### config.mk
export PLATFORM = sky130hd
export DESIGN_NAME = adc_frame_reader
export DESIGN_NICKNAME = d
export VERILOG_FILES = /design/src/rtl/adc_rd_pkg.sv /design/src/rtl/adc_rd_edge_det.sv /design/src/rtl/adc_rd_sclk_gen.sv /design/src/rtl/adc_rd_shifter.sv /design/src/rtl/adc_frame_reader.sv
export SDC_FILE = /design/constraint.sdc
export NUM_CORES = 1
export LEC_CHECK = 0
export ABC_AREA = 1
export CAP_MARGIN = 20
export CORE_ASPECT_RATIO = 1.2
export CORE_UTILIZATION = 68
export CTS_CLUSTER_SIZE = 16
export DETAILED_ROUTE_END_ITERATION = 10
export DONT_BUFFER_PORTS = 1
export GPL_ROUTABILITY_DRIVEN = 0
export PLACE_DENSITY_LB_ADDON = 0.3
export SYNTH_ARGS = -nofsm -noshare
export SYNTH_HDL_FRONTEND = slang
export SYNTH_SLANG_ARGS = --single-unit
### constraint.sdc
create_clock -name clk_i -period 4.05 [get_ports clk_i]
set_input_delay 0.6075 -clock clk_i [delete_from_list [all_inputs] [get_ports clk_i]]
set_output_delay 0.6075 -clock clk_i [all_outputs]
set_load 0.005 [all_outputs]
### src/rtl/adc_rd_pkg.sv
package adc_rd_pkg;
  typedef enum logic [1:0] {
    ST_IDLE  = 2'd0,
    ST_CMD   = 2'd1,
    ST_FRAME = 2'd2,
    ST_GUARD = 2'd3
  } rd_state_e;
endpackage

### src/rtl/adc_rd_edge_det.sv
module adc_rd_edge_det #(
  parameter int SYNC_STAGES = 2
) (
  input  logic clk_i,
  input  logic rst_ni,
  input  logic drdy_ni,
  output logic fall_o
);
  logic [SYNC_STAGES-1:0] sync_q;
  logic                   prev_q;

  // idle level is high, so reset to ones to avoid a false edge
  always_ff @(posedge clk_i or negedge rst_ni) begin
    if (!rst_ni) begin
      sync_q <= '1;
      prev_q <= 1'b1;
    end else begin
      sync_q <= {sync_q[SYNC_STAGES-2:0], drdy_ni};
      prev_q <= sync_q[SYNC_STAGES-1];
    end
  end

  assign fall_o = prev_q & ~sync_q[SYNC_STAGES-1];
endmodule

### src/rtl/adc_rd_sclk_gen.sv
module adc_rd_sclk_gen #(
  parameter int HALF_DIV = 4
) (
  input  logic clk_i,
  input  logic rst_ni,
  input  logic en_i,
  output logic sclk_o,
  output logic rise_o,
  output logic fall_o
);
  localparam int CNT_W = (HALF_DIV > 1) ? $clog2(HALF_DIV) : 1;

  logic [CNT_W-1:0] cnt_q;
  logic             ph_q;
  logic             tick;

  assign tick = en_i && (cnt_q == CNT_W'(HALF_DIV - 1));

  always_ff @(posedge clk_i or negedge rst_ni) begin
    if (!rst_ni) begin
      cnt_q <= '0;
      ph_q  <= 1'b0;
    end else if (!en_i) begin
      cnt_q <= '0;
      ph_q  <= 1'b0;
    end else if (tick) begin
      cnt_q <= '0;
      ph_q  <= ~ph_q;
    end else begin
      cnt_q <= cnt_q + 1'b1;
    end
  end

  assign sclk_o = ph_q;
  assign rise_o = tick & ~ph_q;
  assign fall_o = tick & ph_q;
endmodule

### src/rtl/adc_rd_shifter.sv
module adc_rd_shifter #(
  parameter int           FRAME_W   = 56,
  parameter int           CMD_W     = 8,
  parameter logic [CMD_W-1:0] RD_OPCODE = 8'h12
) (
  input  logic               clk_i,
  input  logic               rst_ni,
  input  logic               load_i,
  input  logic               cmd_shift_i,
  input  logic               frame_shift_i,
  input  logic               miso_i,
  output logic               cmd_bit_o,
  output logic [FRAME_W-1:0] frame_o
);
  logic [CMD_W-1:0]   cmd_q;
  logic [FRAME_W-1:0] frame_q;

  always_ff @(posedge clk_i or negedge rst_ni) begin
    if (!rst_ni) begin
      cmd_q   <= '0;
      frame_q <= '0;
    end else if (load_i) begin
      cmd_q   <= RD_OPCODE;
      frame_q <= '0;
    end else begin
      if (cmd_shift_i)   cmd_q   <= {cmd_q[CMD_W-2:0], 1'b0};
      if (frame_shift_i) frame_q <= {frame_q[FRAME_W-2:0], miso_i};
    end
  end

  assign cmd_bit_o = cmd_q[CMD_W-1];
  assign frame_o   = frame_q;
endmodule

### src/rtl/adc_frame_reader.sv
module adc_frame_reader
  import adc_rd_pkg::*;
#(
  parameter int               HALF_DIV     = 4,
  parameter int               GUARD_CYCLES = 10,
  parameter int               STATUS_W     = 24,
  parameter int               SAMPLE_W     = 16,
  parameter int               NUM_CH       = 2,
  parameter int               CMD_W        = 8,
  parameter logic [CMD_W-1:0] RD_OPCODE    = 8'h12
) (
  input  logic                       clk_i,
  input  logic                       rst_ni,
  input  logic                       drdy_ni,
  input  logic                       demand_i,
  input  logic                       miso_i,
  output logic                       cs_no,
  output logic                       sclk_o,
  output logic                       mosi_o,
  output logic [STATUS_W-1:0]        status_o,
  output logic [NUM_CH*SAMPLE_W-1:0] ch_data_o,
  output logic                       valid_o,
  output logic                       overrun_o
);
  localparam int CH_W    = NUM_CH * SAMPLE_W;
  localparam int FRAME_W = STATUS_W + CH_W;
  localparam int BIT_W   = $clog2(FRAME_W + CMD_W + 1);
  localparam int GRD_W   = $clog2(GUARD_CYCLES + 1);

  rd_state_e            state_q;
  logic [BIT_W-1:0]     bit_q;
  logic [GRD_W-1:0]     grd_q;
  logic                 cs_q, valid_q, ovr_q;
  logic [STATUS_W-1:0]  status_q;
  logic [CH_W-1:0]      ch_q;
  logic                 drdy_fall, sclk_en, sclk_rise, sclk_fall, cmd_bit;
  logic                 start;
  logic [FRAME_W-1:0]   frame;

  adc_rd_edge_det #(.SYNC_STAGES(2)) u_edge (
    .clk_i  (clk_i),
    .rst_ni (rst_ni),
    .drdy_ni(drdy_ni),
    .fall_o (drdy_fall)
  );

  assign sclk_en = (state_q == ST_CMD) || (state_q == ST_FRAME);
  assign start   = (state_q == ST_IDLE) && drdy_fall;

  adc_rd_sclk_gen #(.HALF_DIV(HALF_DIV)) u_sclk (
    .clk_i (clk_i),
    .rst_ni(rst_ni),
    .en_i  (sclk_en),
    .sclk_o(sclk_o),
    .rise_o(sclk_rise),
    .fall_o(sclk_fall)
  );

  adc_rd_shifter #(
    .FRAME_W  (FRAME_W),
    .CMD_W    (CMD_W),
    .RD_OPCODE(RD_OPCODE)
  ) u_shift (
    .clk_i        (clk_i),
    .rst_ni       (rst_ni),
    .load_i       (start),
    .cmd_shift_i  ((state_q == ST_CMD) && sclk_fall),
    .frame_shift_i((state_q == ST_FRAME) && sclk_fall),
    .miso_i       (miso_i),
    .cmd_bit_o    (cmd_bit),
    .frame_o      (frame)
  );

  always_ff @(posedge clk_i or negedge rst_ni) begin
    if (!rst_ni) begin
      state_q  <= ST_IDLE;
      bit_q    <= '0;
      grd_q    <= '0;
      cs_q     <= 1'b1;
      valid_q  <= 1'b0;
      ovr_q    <= 1'b0;
      status_q <= '0;
      ch_q     <= '0;
    end else begin
      valid_q <= 1'b0;
      // edge seen while busy: flag it, drop it, keep reading
      if (drdy_fall && (state_q != ST_IDLE)) ovr_q <= 1'b1;
      case (state_q)
        ST_IDLE: begin
          if (drdy_fall) begin
            cs_q    <= 1'b0;
            bit_q   <= '0;
            state_q <= demand_i ? ST_CMD : ST_FRAME;
          end
        end
        ST_CMD: begin
          if (sclk_fall) begin
            if (bit_q == BIT_W'(CMD_W - 1)) begin
              bit_q   <= '0;
              state_q <= ST_FRAME;
            end else begin
              bit_q <= bit_q + 1'b1;
            end
          end
        end
        ST_FRAME: begin
          if (sclk_fall) begin
            if (bit_q == BIT_W'(FRAME_W - 1)) begin
              grd_q   <= '0;
              state_q <= ST_GUARD;
            end else begin
              bit_q <= bit_q + 1'b1;
            end
          end
        end
        ST_GUARD: begin
          if (grd_q == GRD_W'(GUARD_CYCLES - 1)) begin
            state_q  <= ST_IDLE;
            cs_q     <= 1'b1;
            valid_q  <= 1'b1;
            status_q <= frame[FRAME_W-1 -: STATUS_W];
            ch_q     <= frame[CH_W-1:0];
          end else begin
            grd_q <= grd_q + 1'b1;
          end
        end
        default: state_q <= ST_IDLE;
      endcase
    end
  end

  assign cs_no     = cs_q;
  assign mosi_o    = (state_q == ST_CMD) & cmd_bit;
  assign valid_o   = valid_q;
  assign overrun_o = ovr_q;
  assign status_o  = status_q;
  assign ch_data_o = ch_q;

  // checker state
  logic [GRD_W:0]   since_fall_q;
  logic [BIT_W-1:0] rise_cnt_q;
  logic             mode_q;

  always_ff @(posedge clk_i or negedge rst_ni) begin
    if (!rst_ni) begin
      since_fall_q <= '0;
      rise_cnt_q   <= '0;
      mode_q       <= 1'b0;
    end else begin
      if (sclk_fall) since_fall_q <= '0;
      else if (since_fall_q != '1) since_fall_q <= since_fall_q + 1'b1;
      if (start) begin
        rise_cnt_q <= '0;
        mode_q     <= demand_i;
      end else if (sclk_rise) begin
        rise_cnt_q <= rise_cnt_q + 1'b1;
      end
    end
  end

  assert_sclk_idle_R3: assert property (@(posedge clk_i) disable iff (!rst_ni)
    cs_no |-> !sclk_o);

  assert_cs_held_R3: assert property (@(posedge clk_i) disable iff (!rst_ni)
    sclk_en |-> !cs_no);

  assert_pulse_count_R5: assert property (@(posedge clk_i) disable iff (!rst_ni)
    $rose(cs_no) |-> (rise_cnt_q == (mode_q ? BIT_W'(FRAME_W + CMD_W) : BIT_W'(FRAME_W))));

  assert_guard_len_R7: assert property (@(posedge clk_i) disable iff (!rst_ni)
    $rose(cs_no) |-> (since_fall_q == (GRD_W+1)'(GUARD_CYCLES)));

  assert_valid_at_release_R8: assert property (@(posedge clk_i) disable iff (!rst_ni)
    valid_o |-> (cs_no && !$past(cs_no)));

  assert_overrun_sticky_R9: assert property (@(posedge clk_i) disable iff (!rst_ni)
    overrun_o |=> overrun_o);
endmodule

==> results of run 1 <==
-- power groups by stage --
stage,Clock [mW],Combinational [mW],Sequential (mW)
finish,1.47,0.527,1.50
global route,1.54,0.584,1.51
CTS,1.48,0.511,1.50
detailed placement,0,0.478,1.53
global placement,0,0.448,1.52
floorplan,0,0.390,1.52
-- worst paths after layout --
path                                                   endpoint  slack [ns]  cells after the start
worst max-delay path            u_shift.frame_o[23]$_DFFE_PN0P_        1.33                      7
worst min-delay path                   status_o[11]$_DFFE_PN0P_        0.06                      1
worst max register to register  u_shift.frame_o[23]$_DFFE_PN0P_        1.33                      7
worst min register to register       u_edge.sync_q[1]$_DFF_PN1_        0.36                      0
max in group asynchronous                     valid_o$_DFF_PN0_        3.49                      1
min in group clk_i                   u_edge.sync_q[0]$_DFF_PN1_        0.07                      0
-- kinds of logic (layout without fill, tap and decap cells) --
family | after synthesis | after routing | synth area share
flops | 141 | 141 | 0.603
fa+ha+maj | 8 | 8 | 0.0171
simple gates | 226 | 226 | 0.176
buf+inv | 108 | 112 | 0.0792
compound gates | 136 | 136 | 0.122
xor+xnor | 2 | 2 | 0.00299
-- final cells by class --
type | count | area (um2) | share of cell area
clock buffer | 22 | 483 | 0.0746
clock inverter | 10 | 85.1 | 0.0131
inverter | 76 | 285 | 0.0441
multi-input combinational | 372 | 1870 | 0.289
sequential | 141 | 3530 | 0.546
tap | 114 | 143 | 0.0220
timing repair buffer | 4 | 70.1 | 0.0108
-- placed cells by master, fill, tap and decap left out, types with 2 or more instances in the layout --
master       n
o21bai_1     2
ha_1         8
clkbuf_16   16
nor2_2       5
inv_6        2
nand3_1     77
clkbuf_8     6
a21oi_1      4
dfrtp_1    137
buf_4        2
o21ai_1     31
nor2_1      10
o21ai_4      2
nand2_1    118
or2_2        5
dfstp_2      4
clkinv_2     6
inv_2        2
nand2_2      3
xor2_1       2
nor2_4       2
o21ai_0     94
inv_1       73
nand4_1      3
buf_16       2
-- what timing repair did --
item,4_1_cts,5_1_grt
setup buffers,0,0
endpoints found under the hold margin,141,0
hold buffers,1,0
-- per-layer routing --
metal | vias to the layer above | global-route usage | part of all wire
met1 | 2084 | 0.360 | 0.42
met5 | - | 0 | 0
met2 | 125 | 0.451 | 0.51
met3 | 24 | 0.0821 | 0.046
met4 | 0 | 0.110 | 0.023
li1 | 2004 | - | -
-- registers in the layout (all words and copies together) (netlist names) --
signal / flops
grd_q: 4
u_sclk.sclk_o: 1
cs_no: 1
ch_data_o: 32
state_q: 2
valid_o: 1
u_shift.frame_o: 56
bit_q: 7
u_edge.sync_q: 2
u_sclk.cnt_q: 2
status_o: 24
overrun_o: 1
u_edge.prev_q: 1
u_shift.cmd_q: 7
-- metrics by stage --
stage / total power [mW] / area [um2] / std cells / setup slack (ns)
2_1_floorplan: 1.91 / 5860 / 621 / 2.54
3_3_place_gp: 1.97 / 5850 / 705 / 1.60
3_5_place_dp: 2.01 / 5850 / 705 / 1.44
4_1_cts: 3.49 / 6440 / 738 / 1.32
5_1_grt: 3.64 / 6470 / 739 / 1.14
6_report: 3.50 / 6470 / 739 / 1.33
-- worst max-delay path, cell delays in order (launching register included) --
cell and delay (ns):
dfrtp_1 0.42, inv_1 0.11, ha_1 0.45, inv_1 0.25, nor2_4 0.72, buf_4 0.38
nand3_1 0.12, o21ai_0 0.15
==> impl_metrics.ini, run 1 <==
[detailed_routing]
num_vias = 4237
routedWlPerCell_um = 15.7
drcViolationCount = 0
ant_nets = 0
drt_first_iter_violations = 298
dr.pass1.iters = 5
via_per_inst = 5.73
drt-total-wl_um = 11600

[setup_path]
arrival_ns = 3.15
crit_type = reg -> reg
crit_required_ns = 4.48
cp-start-kind = register
startpoint = state_q[0]$_DFFE_PN0P_
critPathCaptureType = register
r2r-start = state_q[0]$_DFFE_PN0P_
crit_fanout = 39

[clock_tree]
clk_pin_slew_ns = 0.06
cts_made_buffers = 17
cts_tree = yes
htree_levels = 4
cts_resized = 0
clk_latency_ns = 0.53
cts_root_buf = clkbuf_8
clock_path_buffers = 2
clock_sinks = 141

[layout]
antenna_cells = 0
layout.nets = 625
num-fill-cells = 513
final_core_util = 0.785
drive_above_1_share = 0.0992
syn_to_final_growth_pct = 10.4

[die]
start_util = 0.711
io-pin-count = 66
die_area_um2 = 9000
row_count = 36
fp.dieW_um = 86.8
die_h_um = 104
core_area_um2 = 8240

[sta]
fin_worst_skew_ns = 0.00421
hold-worst-slack_ns = 0.0562
max_freq_ghz = 0.368
rsz0062_at_grt = false
worst_pin_slew_ns = 0.997
slew_headroom = 0.335
min_period_ns = 2.72
setup-tns-final_ns = 0
hold_violations = 0
drv_slew = 0
period_share = 0.671
finalSetupViolations = 0

[power_and_ir_drop]
p_sw_frac = 0.284
seqPwrFrac = 0.430
switching_power_uw = 993
leakage_nw = 2.96
irDropWorstVdd_mv = 0.500
powerDensity_nw_per_um2 = 540
comb_power_share = 0.151
power.share.clock = 0.419
internal-power_mw = 2.50

[synth]
synth_area_leaders = dfrtp_1 58%, o21ai_0 8.0%, nand2_1 7.6%, nand3_1 6.6%, inv_1 4.7%
synth_cells = 621
syn_avg_cell_area_um2 = 9.44
ys_ff_latch = 141
syn_area_um2 = 5860
synth_common_cells = 137 x dfrtp_1, 119 x nand2_1, 94 x o21ai_0
yosysWarnings = 0
synth.most_common_cell = dfrtp_1
synth_ff_type = dfrtp_1
synth-edff-count = 0
synth-seq-area-share = 0.603
async_flop_share = 1.00
yosys.area.top_type = dfrtp_1
synth.distinct_cells = 29
mappedNetlistNets = 634
yosysTopAreaCellShare = 0.585

[flow_run]
drv_cap = 0

[global_routing]
grt_pass1_wl_um = 19300
grt_max_degree = 142
grt_overflow = 0
grt_pass1_vias = 4211
grt_usage = 0.281
antenna_found_initial = 0

[place]
dp_hpwl_um = 6800
portBuffers = 0

[run_status]
outcome = completed

[worst_hold_path]
min_path_type = in -> async
Power figures use the tool's default switching activity.
==> inputs of run 2 (changes only) <==
--- a/config.mk
+++ b/config.mk
@@ -8,7 +8,7 @@
 export ABC_AREA = 1
 export CAP_MARGIN = 20
 export CORE_ASPECT_RATIO = 1.2
-export CORE_UTILIZATION = 68
+export CORE_UTILIZATION = 63
 export CTS_CLUSTER_SIZE = 16
 export DETAILED_ROUTE_END_ITERATION = 10
 export DONT_BUFFER_PORTS = 1
==> constraint.sdc (replaced) <==
create_clock -name clk_i -period 2.6 [get_ports clk_i]
set_input_delay 0.39 -clock clk_i [delete_from_list [all_inputs] [get_ports clk_i]]
set_output_delay 0.39 -clock clk_i [all_outputs]
set_load 0.005 [all_outputs]
==> run 2 against run 1 <==
Net effect: the run now ends with hold timing left; total power is 59% higher; hold slack worse by 0.50 ns; clock power is 67% higher; highest routed layer unchanged.
==> impl_metrics.ini, run 2 (synthesis gave the netlist of run 1 again) <==
[sta]
slew_headroom = 0.672
drv_slew = 0
fin_worst_skew_ns = 0.00733
rsz0062_at_grt = false
max_freq_ghz = 0.465
hold_violations = 141
min_period_ns = 2.15
setup-tns-final_ns = 0
finalSetupViolations = 0
hold-worst-slack_ns = -0.440
worst_pin_slew_ns = 0.493
period_share = 0.827

[die]
fp.dieW_um = 90.1
core_area_um2 = 9030
start_util = 0.649
row_count = 38
die_area_um2 = 9700
die_h_um = 108
io-pin-count = 66

[layout]
final-seq-area_um2 = 3530
layout.nets = 629
antenna_cells = 0
syn_to_final_growth_pct = 11.3
layout_common_cells = 137 x dfrtp_1, 118 x nand2_1, 94 x o21ai_0
drive_above_1_share = 0.102
multiInputGateArea_um2 = 1870
layout_commonest_cell = dfrtp_1
num-fill-cells = 641
largest_reg_flops = 56

[global_routing]
grt_usage = 0.261
grt_max_degree = 142
grt_pass1_wl_um = 19800
antenna_found_initial = 0
grt_pass1_vias = 4123
grt_overflow = 0

[detailed_routing]
ant_nets = 0
drt_first_iter_violations = 349
drt-total-wl_um = 11800
num_vias = 4180
routedWlPerCell_um = 15.7
dr.pass1.iters = 5
drcViolationCount = 0
via_per_inst = 5.58

[clock_tree]
postCtsSetupBuffers = 0
cts_resized = 0
clock_path_buffers = 2
htree_levels = 4
postCtsHoldBufs = 1
clock_sinks = 141
cts_made_buffers = 17
cts_tree = yes
cts_root_buf = clkbuf_8
clk_pin_slew_ns = 0.06
clk_latency_ns = 0.53

[power_and_ir_drop]
irDropWorstVdd_mv = 0.640
powerDensity_nw_per_um2 = 851
leakage_nw = 2.97

[place]
portBuffers = 0
dp_hpwl_um = 6890

[run_status]
outcome = complete, but fails checks
violations = hold timing

[setup_path]
critPathCaptureType = register
crit_required_ns = 2.98
cp-start-kind = register
arrival_ns = 2.53
crit_fanout = 54
crit_type = reg -> reg

[worst_hold_path]
min_path_type = in -> async

[flow_run]
drv_cap = 0
## run 2: critical path, cell delays in order, from the launching register on
cell	delay, ns
dfrtp_1	0.39
inv_1	0.08
ha_1	0.53
nand3_4	0.21
o21ai_4	0.16
buf_4	0.42
o21ai_0	0.18
## run 2: cell type report
class	instances	share of cell area
clock buffers	22	0.0725
clock inverters	10	0.0209
inverters	76	0.0437
multi-input cells	372	0.287
flip-flops and latches	141	0.541
well taps	120	0.0230
repair buffers	8	0.0115
## run 2: worst paths after layout
kind,from,endpoint,slack (ns),cells after the start
max,state_q[0]$_DFFE_PN0P_,u_shift.frame_o[45]$_DFFE_PN0P_,0.45,6
min,rst_ni,status_o[21]$_DFFE_PN0P_,-0.44,0
max reg2reg,state_q[0]$_DFFE_PN0P_,u_shift.frame_o[45]$_DFFE_PN0P_,0.45,6
min reg2reg,u_edge.sync_q[0]$_DFF_PN1_,u_edge.sync_q[1]$_DFF_PN1_,0.36,0
max in group asynchronous,rst_ni,u_edge.prev_q$_DFF_PN1_,2.82,0
min in group clk_i,miso_i,u_shift.frame_o[0]$_DFFE_PN0P_,0.03,2
## run 2: through the flow
step | utilization | cell area, um2 | cells | total power [mW] | setup WS, ns
6_report | 0.722 | 6530 | 749 | 5.55 | 0.450
5_1_grt | 0.722 | 6530 | 749 | 5.76 | 0.252
4_1_cts | 0.722 | 6530 | 749 | 5.58 | 0.442
3_5_place_dp | 0.654 | 5910 | 716 | 3.13 | 0.453
3_3_place_gp | 0.654 | 5910 | 716 | 3.09 | 0.606
2_1_floorplan | - | 5860 | 621 | 2.97 | 1.09
## run 2: power breakdown
part	leakage, nW	internal (mW)	switching, mW	total, mW
clock network	0.293	1.56	0.899	2.46
registers	1.93	2.27	0.0628	2.34
logic	0.749	0.231	0.527	0.757
total	2.97	4.06	1.49	5.55
## run 2: layer usage
layer	vias up	routed length, um	GRT usage
met4	0	221	0.106
li1	2004	-	-
met1	2021	4930	0.335
met5	-	0	0
met3	23	643	0.0777
met2	132	5960	0.419
==> inputs of run 3 (changes only) <==
--- a/config.mk
+++ b/config.mk
@@ -5,10 +5,10 @@
 export SDC_FILE = /design/constraint.sdc
 export NUM_CORES = 1
 export LEC_CHECK = 0
-export ABC_AREA = 1
+export ABC_AREA = 0
 export CAP_MARGIN = 20
 export CORE_ASPECT_RATIO = 1.2
-export CORE_UTILIZATION = 63
+export CORE_UTILIZATION = 57
 export CTS_CLUSTER_SIZE = 16
 export DETAILED_ROUTE_END_ITERATION = 10
 export DONT_BUFFER_PORTS = 1
==> constraint.sdc (replaced) <==
create_clock -name clk_i -period 1.95 [get_ports clk_i]
set_input_delay 0.2925 -clock clk_i [delete_from_list [all_inputs] [get_ports clk_i]]
set_output_delay 0.2925 -clock clk_i [all_outputs]
set_load 0.005 [all_outputs]
==> run 3 against run 2 <==
Net effect: the flow still finishes with violations (hold timing); register-to-register slack worse by 0.33 ns; wire length is 3.2% lower; clock skew is 0.0020 ns lower; highest routed layer unchanged; global-route usage is 2.3 points lower; largest power group unchanged; hold slack better by 0.013 ns; critical path type unchanged; combinational power is 44% higher; area after synthesis is 0.83% lower; fmax is 18% higher; non-clock buffer count is 7 higher; largest cell class unchanged; total power is 39% higher; first-iteration DRC count is 24% lower.
==> impl_metrics.ini, run 3 <==
[run_status]
outcome = complete, but fails checks
violations = hold timing

[clock_tree]
cts_root_buf = clkbuf_16
clock_sinks = 141
clock_path_buffers = 2
clk_latency_ns = 0.41
cts_made_buffers = 17
htree_levels = 4
cts_tree = yes
postCtsHoldBufs = 1
clk_pin_slew_ns = 0.06

[setup_path]
crit_type = reg -> reg
cp-start-kind = register
crit_chain = buf_4, ha_4, and3_1, a221oi_4, and2_4, o221ai_1
slowest_delay_ns = 0.40
r2r-start = state_q[1]$_DFFE_PN0P_
critPathCaptureType = register
crit_required_ns = 2.22
cp_slowest_cell = dfrtp_1
arrival_ns = 2.10
crit_fanout = 11
reg2reg_depth = 6
worstReg2RegEnd = bit_q[2]$_DFFE_PN0P_
regToRegSetupSlack_ns = 0.12

[global_routing]
grt_pass1_vias = 4271
grt_usage = 0.238
grt_max_degree = 142
grt_pass1_wl_um = 19500
antenna_found_initial = 0
grt_overflow = 0

[sta]
rsz0062_at_grt = false
worst_slack_ns = 0.123
setup-tns-final_ns = 0
finalSetupViolations = 0
max_freq_ghz = 0.547
hold-worst-slack_ns = -0.427
slew_headroom = 0.696
fin_worst_skew_ns = 0.00537
min_period_ns = 1.83
worst_pin_slew_ns = 0.453
hold_violations = 141
drv_slew = 0
period_share = 0.937

[place]
dp_cells = 730
pre_cts_ws_ns = 0.0149
dp_hpwl_um = 6870
portBuffers = 0
placed_area_um2 = 5970

[detailed_routing]
routedWlPerCell_um = 14.9
top_layer = met4
dr.pass1.iters = 4
route.met2.wl_um = 5780
ant_nets = 0
routed-wl-met3_um = 530
num_vias = 4220
drcViolationCount = 0
via_per_inst = 5.53
wl_met1_um = 4880
drt-total-wl_um = 11400
drt_first_iter_violations = 266

[die]
fp.dieW_um = 94.2
die_area_um2 = 10600
core_area_um2 = 9960
io-pin-count = 66
die_h_um = 113
row_count = 40
start_util = 0.584

[flow_run]
drv_cap = 0

[layout]
drive_above_1_share = 0.100
syn_to_final_growth_pct = 15.0
fin_area_um2 = 6690
layout_common_cells = 284 x nand2_1, 137 x dfrtp_1, 58 x a21oi_1
layout.cells.non_filler = 763
layout_commonest_cell = nand2_1
num-fill-cells = 773
largest_reg_flops = 56
antenna_cells = 0
layout.nets = 638

[synth]
synth.distinct_cells = 44
mappedNetlistNets = 637
yosys.area.top_type = dfrtp_1
synth_area_leaders = dfrtp_1 59%, nand2_1 18%, a21oi_1 5.0%, mux2i_1 2.1%, dfstp_2 1.8%
synth_ff_type = dfrtp_1
ys_ff_latch = 141
yosysTopAreaCellShare = 0.590
syn_avg_cell_area_um2 = 9.32
synth_common_cells = 284 x nand2_1, 137 x dfrtp_1, 58 x a21oi_1
async_flop_share = 1.00
synth_cells = 624
synth-edff-count = 0
synth.most_common_cell = nand2_1
yosysWarnings = 0
synth-seq-area-share = 0.608
syn_area_um2 = 5810

[worst_hold_path]
min_path_type = in -> async

[power_and_ir_drop]
powerDensity_nw_per_um2 = 1160
leakage_nw = 3.28
irDropWorstVdd_mv = 0.694
## run 3: changes by cell type after synthesis, sizes merged, moves of 5 or more
cell and delta:
o21ai -118, a21oi +55, or2 -5, nand3 -68
clkbuf +11, inv -64, nand2 +162, buf -10
mux2i +12, nor2 -8, nand2b +6
## run 3: stage by stage
step / utilization / total power, mW
floorplan: - / 3.93
global placement: 0.599 / 4.12
detailed placement: 0.599 / 4.18
CTS: 0.666 / 7.70
global route: 0.671 / 8.07
finish: 0.671 / 7.73
## run 3: report_power, final
| group | internal [mW] | switching, mW |
|---|---|---|
| sequential | 3.05 | 0.120 |
| combinational | 0.443 | 0.644 |
| clock | 2.31 | 1.17 |
## run 3: worst max-delay path: cells and delay by family, from the launching register on
kind            cells  cell delay (ns)
buf+inv             1             0.15
simple gates        2             0.47
compound gates      2             0.47
fa+ha+maj           1             0.19
flops               1             0.40
## run 3: repair_timing
action	CTS	global route
resized for setup	2	11
setup buffers	0	1
setup endpoints to repair	4	97
endpoints found under the hold margin	142	141
## run 3: logic make-up after synthesis
| family | Yosys count | synth area share |
|---|---|---|
| flip-flops | 141 | 0.608 |
| multiplexers | 12 | 0.0207 |
| XOR/XNOR | 1 | 0.00151 |
| adder cells (fa/ha/maj) | 8 | 0.0172 |
| AO/OA/AOI/OAI | 85 | 0.0865 |
| AND/OR/NAND/NOR | 332 | 0.234 |
| buffers and inverters | 45 | 0.0325 |
## run 3: worst max path at each step
stage	start	endpoint
2_1_floorplan	state_q[0]$_DFFE_PN0P_	grd_q[2]$_DFFE_PN0P_
3_3_place_gp	state_q[0]$_DFFE_PN0P_	u_shift.frame_o[52]$_DFFE_PN0P_
3_5_place_dp	state_q[1]$_DFFE_PN0P_	u_shift.frame_o[34]$_DFFE_PN0P_
4_1_cts	state_q[1]$_DFFE_PN0P_	grd_q[2]$_DFFE_PN0P_
5_1_grt	bit_q[0]$_DFFE_PN0P_	bit_q[4]$_DFFE_PN0P_
6_report	state_q[1]$_DFFE_PN0P_	bit_q[2]$_DFFE_PN0P_
## run 3: layout make-up
| cell class | instances | area, um2 | area share |
|---|---|---|---|
| clock inverters | 9 | 156 | 0.0234 |
| inverters | 12 | 45.0 | 0.00674 |
| flip-flops and latches | 141 | 3530 | 0.529 |
| repair buffers | 15 | 151 | 0.0226 |
| multi-input cells | 438 | 2150 | 0.321 |
| clock buffers | 22 | 494 | 0.0739 |
| well taps | 126 | 158 | 0.0236 |
## run 3: routing by layer
layer	track usage	up-vias
met1	0.299	2091
met4	0.0974	0
met5	0	-
met3	0.0684	20
met2	0.386	91
li1	-	2018
